File: src/rtl/ob_xlate_pkg.sv
package ob_xlate_pkg;
  localparam int ADDR_W     = 32;
  localparam int HI_W       = 32;
  localparam int LINK_W     = ADDR_W + HI_W;
  localparam int NUM_REG    = 32;
  localparam int IDX_W      = $clog2(NUM_REG);
  localparam int BASE_SHIFT = 20;
  localparam int SIZE_W     = 2;
  localparam int TAG_LSB    = BASE_SHIFT + IDX_W + (1 << SIZE_W) - 1;
  localparam int TAG_W      = ADDR_W - TAG_LSB;
  localparam logic [TAG_W-1:0] WIN_TAG = TAG_W'(6);
  localparam int BASE_W     = ADDR_W - BASE_SHIFT;

  typedef enum logic [1:0] {
    SEL_CTRL   = 2'd0,
    SEL_SIZE   = 2'd1,
    SEL_OFS_LO = 2'd2,
    SEL_OFS_HI = 2'd3
  } cfg_sel_e;

  typedef struct packed {
    logic [HI_W-1:0]   hi;
    logic [BASE_W-1:0] base;
    logic              en;
  } region_t;
endpackage

File: src/rtl/ob_cfg_regs.sv
module ob_cfg_regs
  import ob_xlate_pkg::*;
#(
  parameter int N = NUM_REG,
  parameter int IW = IDX_W
) (
  input  logic              clk,
  input  logic              rst_n,
  input  logic              we,
  input  logic [1:0]        sel,
  input  logic [IW-1:0]     idx,
  input  logic [31:0]       wdata,
  output logic              glob_en,
  output logic [SIZE_W-1:0] size_code,
  output region_t           tbl [N]
);
  logic              glob_en_nxt;
  logic [SIZE_W-1:0] size_nxt;
  logic              unused_wdata;

  assign unused_wdata = ^wdata[BASE_SHIFT-1:SIZE_W];

  always_comb begin
    glob_en_nxt = glob_en;
    size_nxt    = size_code;
    if (we && sel == SEL_CTRL) glob_en_nxt = wdata[0];
    if (we && sel == SEL_SIZE) size_nxt    = wdata[SIZE_W-1:0];
  end

  always_ff @(posedge clk or negedge rst_n) begin
    if (!rst_n) begin
      glob_en   <= 1'b0;
      size_code <= '0;
    end else if (we) begin
      glob_en   <= glob_en_nxt;
      size_code <= size_nxt;
    end
  end

  for (genvar g = 0; g < N; g++) begin : g_region
    region_t nxt;
    logic    hit_w;
    assign hit_w = we && (idx == IW'(g));
    always_comb begin
      nxt = tbl[g];
      if (hit_w && sel == SEL_OFS_LO) begin
        nxt.base = wdata[31:BASE_SHIFT];
        nxt.en   = wdata[0];
      end
      if (hit_w && sel == SEL_OFS_HI) nxt.hi = wdata;
    end
    always_ff @(posedge clk or negedge rst_n) begin
      if (!rst_n)     tbl[g] <= '0;
      else if (hit_w) tbl[g] <= nxt;
    end
  end
endmodule

File: src/rtl/ob_region_decode.sv
module ob_region_decode
  import ob_xlate_pkg::*;
(
  input  logic [ADDR_W-1:0] addr,
  input  logic [SIZE_W-1:0] size_code,
  output logic              in_win,
  output logic [IDX_W-1:0]  idx
);
  assign in_win = (addr[ADDR_W-1:TAG_LSB] == WIN_TAG);
  assign idx    = addr[BASE_SHIFT + int'(size_code) +: IDX_W];
endmodule

File: src/rtl/ob_addr_compose.sv
module ob_addr_compose
  import ob_xlate_pkg::*;
(
  input  logic [ADDR_W-1:0] addr,
  input  logic [SIZE_W-1:0] size_code,
  input  region_t           ent,
  output logic [LINK_W-1:0] link
);
  logic [ADDR_W-1:0] keep_mask;
  logic [ADDR_W-1:0] low_word;

  assign keep_mask = (ADDR_W'(1) << (BASE_SHIFT + int'(size_code))) - ADDR_W'(1);
  assign low_word  = ({ent.base, {BASE_SHIFT{1'b0}}} & ~keep_mask) | (addr & keep_mask);
  assign link      = {ent.hi, low_word};
endmodule

File: src/rtl/ob_xlate_top.sv
module ob_xlate_top
  import ob_xlate_pkg::*;
(
  input  logic              clk,
  input  logic              rst_n,
  input  logic              req_valid,
  input  logic [31:0]       req_addr,
  input  logic              cfg_we,
  input  logic [1:0]        cfg_sel,
  input  logic [4:0]        cfg_idx,
  input  logic [31:0]       cfg_wdata,
  output logic              rsp_valid,
  output logic [63:0]       rsp_addr,
  output logic              rsp_hit,
  output logic              rsp_miss
);
  logic              glob_en;
  logic [SIZE_W-1:0] size_code;
  region_t           tbl [NUM_REG];
  logic              in_win;
  logic [IDX_W-1:0]  idx;
  region_t           ent;
  logic [LINK_W-1:0] link;
  logic [LINK_W-1:0] addr_nxt;
  logic              hit_nxt, miss_nxt;

  ob_cfg_regs #(.N(NUM_REG), .IW(IDX_W)) u_regs (
    .clk(clk), .rst_n(rst_n), .we(cfg_we), .sel(cfg_sel), .idx(cfg_idx),
    .wdata(cfg_wdata), .glob_en(glob_en), .size_code(size_code), .tbl(tbl)
  );

  ob_region_decode u_dec (
    .addr(req_addr), .size_code(size_code), .in_win(in_win), .idx(idx)
  );

  assign ent = tbl[idx];

  ob_addr_compose u_cmp (
    .addr(req_addr), .size_code(size_code), .ent(ent), .link(link)
  );

  always_comb begin
    addr_nxt = '0;
    hit_nxt  = 1'b0;
    miss_nxt = 1'b0;
    if (!glob_en) begin
      addr_nxt = {{HI_W{1'b0}}, req_addr};
      hit_nxt  = 1'b1;
    end else if (in_win && ent.en) begin
      addr_nxt = link;
      hit_nxt  = 1'b1;
    end else begin
      miss_nxt = 1'b1;
    end
  end

  always_ff @(posedge clk or negedge rst_n) begin
    if (!rst_n) begin
      rsp_valid <= 1'b0;
      rsp_hit   <= 1'b0;
      rsp_miss  <= 1'b0;
    end else begin
      rsp_valid <= req_valid;
      rsp_hit   <= req_valid & hit_nxt;
      rsp_miss  <= req_valid & miss_nxt;
    end
  end

  always_ff @(posedge clk or negedge rst_n) begin
    if (!rst_n)         rsp_addr <= '0;
    else if (req_valid) rsp_addr <= addr_nxt;
  end
endmodule

File: config.mk
export PLATFORM = sky130hd
export DESIGN_NAME = ob_xlate_top
export DESIGN_NICKNAME = d
export VERILOG_FILES = /design/src/rtl/ob_xlate_pkg.sv /design/src/rtl/ob_cfg_regs.sv /design/src/rtl/ob_region_decode.sv /design/src/rtl/ob_addr_compose.sv /design/src/rtl/ob_xlate_top.sv
export SDC_FILE = /design/constraint.sdc
export NUM_CORES = 2
export LEC_CHECK = 0
export BUFFER_PORTS_ARGS = -buffer_cell sky130_fd_sc_hd__buf_2
export CORE_MARGIN = 1.5
export CORE_UTILIZATION = 68
export CTS_CLUSTER_DIAMETER = 50
export DETAILED_ROUTE_END_ITERATION = 10
export GPL_ROUTABILITY_DRIVEN = 0
export PLACE_DENSITY = 0.85
export SLEW_MARGIN = 20
export SYNTH_ARGS = -nofsm -noshare
export SYNTH_HDL_FRONTEND = slang
export SYNTH_SLANG_ARGS = --single-unit
File: constraint.sdc
create_clock -name clk -period 4.2 [get_ports clk]
set_input_delay 0.42 -clock clk [delete_from_list [all_inputs] [get_ports clk]]
set_output_delay 0.42 -clock clk [all_outputs]
set_load 0.005 [all_outputs]
==> impl_metrics.toml <==
[drt]
routedWlPerCell_um = 30.9
vias = 47000
drc = 0
dr.pass1.iters = 6
viasPerCell = 7.16
drt_wl_total_um = 203000
ant_nets = 0
drt_iter0_markers = 5699

[setup_path]
critPathMostFrequentCell = "buf_4"
critPathSlowestCell = "dfrtp_1"
critical_path.top_delay_family = "compound AO/OA/AOI/OAI gates"
max_stage_delay_ns = 0.80
path_class = "reg2reg"
required_ns = 4.79
cp-end-kind = "register"
worstPathArrival_ns = 4.52
crit_fanout = 19
crit_path_start_kind = "register"
worstPathCellList = "mux4_4 -> buf_4 -> nand2_1 -> o21ai_0 -> a211o_1 -> a22oi_2 -> buf_4 -> o32ai_1"
crit_buf_inv = 2

[sta]
max_freq_ghz = 0.255
rsz0062_at_grt = "no"
final.min_clock_period_ns = 3.93
finalCritPeriodShare_pct = 93.5
hold_viol_final = 0
slew_violations = 0
tightest_slew_ns = 1.15
setup_slack_ns = 0.272
setup_tns_ns = 0
fin_worst_skew_ns = 0.0367
max_slew_margin_pct = 23.5
finalSetupViolCount = 0

[clock_tree]
postCtsSetupRepairBufs = 0
cts_buffers = 156
cts_hold_buf = 23
clockRootBuffer = "clkbuf_16"
clk_pin_slew_ns = 0.06
clk_path_buf_depth = 3
clk_latency_ns = 0.80
cts-resized-gates = 0
cts_tree = "done"
cts_max_level = 4
clkSinkCount = 1510

[layout]
drive_gt1_share_pct = 43.3
final_core_util_pct = 75.9
fin_nets = 5146
areaGrowthSynthToFinish_pct = 11.0

[floorplan]
core_area_mm2 = 0.102
dieHeight_um = 323
core.rowCount = 117
io_pins = 142
die_area_mm2 = 0.104
start_util_pct = 68.4
die_w_um = 323

[power_and_ir_drop]
power.internal_uw = 26500
swShare_pct = 28.5
pwr-share-comb_pct = 18.4
pwr-share-clk_pct = 37.2
netSwitchingPower_uw = 10600
powerDensity_mw_per_mm2 = 481
pwr-share-seq_pct = 44.4
vdd_drop_max_mv = 0.470
p_leak_uw = 0.0369

[status]
status = "finished clean"

[logic_synthesis]
ys_warn_count = 0
synth_fp_nets = 5155
synth_flop_cell = "dfrtp_1"
synthArstFlopShare_pct = 100
syn_inst = 5078
avgSynthCellArea_um2 = 13.7
synth_cell_types = 66
synth_area_mm2 = 0.0695
synth_edf_count = 0
synth_seq_area_share_pct = 54.4
ys_seq_elements = 1510

[global_routing]
antenna_found_initial = 19
grt_pass1_vias = 48500
track_usage_pct = 39.5
grt_pass1_wl_um = 306000
grt_max_degree = 134
grt_remaining_overflow = 0

[flow_run]
cap_violations = 0

[placement]
hpwl_um = 117000
pre_cts_slack_ns = 0.437
portBuffers = 141

[hold_path]
hp-class = "in2reg"
## cells by family (layout without fill, tap and decap cells)
logic type	count (synthesis)	count (layout)	synth area share, %
AOI/OAI and AO/OA	467	467	5.15
other	0	10	0
muxes	1861	1861	32.9
adders and majority gates	2	2	0.0360
buffers and inverters	535	648	3.15
and+or+nand+nor	703	703	4.37
DFF	1510	1510	54.4
## power groups by stage
stage                     combinational (uW)  clock [uW]  sequential [uW]
after CTS                               6660       13800            16400
after global routing                    7130       14400            16600
after detailed placement                6560           0            16700
after global placement                  6400           0            16600
final                                   6820       13800            16500
after floorplan                         4390           0            16400
## worst paths after layout
kind,from,endpoint,slack [ns],cells past startpoint
setup / recovery,u_regs.size_code[1]$_DFFE_PN0P_,rsp_addr[35]$_DFFE_PN0P_,0.27,8
hold / removal,req_addr[29],rsp_addr[29]$_DFFE_PN0P_,0.04,3
setup reg to reg,u_regs.size_code[1]$_DFFE_PN0P_,rsp_addr[35]$_DFFE_PN0P_,0.27,8
hold reg to reg,rsp_addr[6]$_DFFE_PN0P_,rsp_addr[6]$_DFFE_PN0P_,0.49,1
max in group asynchronous,rst_n,u_regs.tbl[371]$_DFFE_PN0P_,2.51,3
min in group asynchronous,rst_n,u_regs.tbl[260]$_DFFE_PN0P_,0.33,2
## layout make-up
type	instances	area (um^2)
Antenna cell	10	25.0
Clock buffer	243	4700
Fill cell	5843	24500
Inverter	44	165
Multi-Input combinational cell	3033	29700
Sequential cell	1510	37800
Clock inverter	37	375
Timing Repair Buffer	324	2610
Tap cell	1368	1710
## worst reg2reg max path, stage by stage, from the launching register on
cell	delay (ns)
dfrtp_1	0.80
mux4_4	0.69
buf_4	0.29
nand2_1	0.35
o21ai_0	0.20
a211o_1	0.33
a22oi_2	0.37
buf_4	0.49
o32ai_1	0.20
## cells in the mapped netlist, types with 4 or more instances
| master | instances | area [um^2] |
|---|---|---|
| a2111oi_0 | 6 | 52.6 |
| a211oi_1 | 23 | 173 |
| a21oi_1 | 66 | 330 |
| a221o_1 | 37 | 370 |
| a221oi_1 | 9 | 78.8 |
| a22o_1 | 8 | 70.1 |
| a22oi_1 | 38 | 285 |
| a311o_1 | 6 | 60.1 |
| a311oi_1 | 8 | 70.1 |
| a31oi_1 | 9 | 56.3 |
| a32oi_1 | 70 | 613 |
| and3_1 | 47 | 294 |
| and4_1 | 5 | 43.8 |
| buf_1 | 121 | 454 |
| buf_2 | 60 | 300 |
| buf_4 | 20 | 150 |
| buf_6 | 4 | 45.0 |
| clkbuf_1 | 286 | 1070 |
| dfrtp_1 | 1510 | 37800 |
| inv_1 | 44 | 165 |
| mux2_2 | 1453 | 16400 |
| mux2i_1 | 214 | 2140 |
| mux4_2 | 190 | 4280 |
| nand2_1 | 435 | 1630 |
| nand2b_1 | 8 | 50.1 |
| nand3_1 | 36 | 180 |
| nand4_1 | 8 | 50.1 |
| nor2_1 | 81 | 304 |
| nor2b_1 | 19 | 119 |
| nor3_1 | 43 | 215 |
| o2111ai_1 | 15 | 131 |
| o211ai_1 | 9 | 67.6 |
| o21a_1 | 4 | 30.0 |
| o21ai_0 | 63 | 315 |
| o221ai_1 | 5 | 43.8 |
| o22ai_1 | 6 | 37.5 |
| o2bb2ai_1 | 21 | 184 |
| o32ai_1 | 41 | 359 |
| o41ai_1 | 5 | 43.8 |
| or2_2 | 7 | 43.8 |
## through the flow
| stage | total power (uW) | instances | cell area, um^2 | hold slack, ns |
|---|---|---|---|---|
| 6_report | 37100 | 6569 | 77100 | 0.0367 |
| 5_1_grt | 38100 | 6564 | 77100 | 0.0324 |
| 4_1_cts | 36900 | 6559 | 77100 | 0.0105 |
| 3_5_place_dp | 23200 | 6256 | 71800 | 0.474 |
| 3_3_place_gp | 23000 | 6256 | 71800 | 0.465 |
| 2_1_floorplan | 20800 | 5078 | 69500 | 0.124 |
## state kept, by name, indices dropped and copies added (netlist names)
signal	cells
rsp_addr	64
rsp_hit	1
rsp_miss	1
rsp_valid	1
u_regs.glob_en	1
u_regs.size_code	2
u_regs.tbl	1440
## per-layer routing
| metal | global-route usage (%) | vias to the layer above | wire, um |
|---|---|---|---|
| li1 | - | 18500 | - |
| met1 | 51.4 | 24700 | 75200 |
| met2 | 60.5 | 2940 | 94000 |
| met3 | 11.2 | 784 | 21800 |
| met4 | 21.6 | 16 | 11600 |
| met5 | 0 | - | 112 |
## placed cells by master, fill, tap and decap left out, types with 44 or more instances in the layout
cell       count
a21oi_1       65
a32oi_1       70
and3_1        47
buf_2        138
buf_4        126
clkbuf_1      46
clkbuf_16    161
dfrtp_1     1509
inv_1         44
mux2_2      1453
mux2i_1      210
mux4_2       187
nand2_1      411
nor2_1        60
o21ai_0       63
Note: power is estimated with default switching activity, not from simulation.
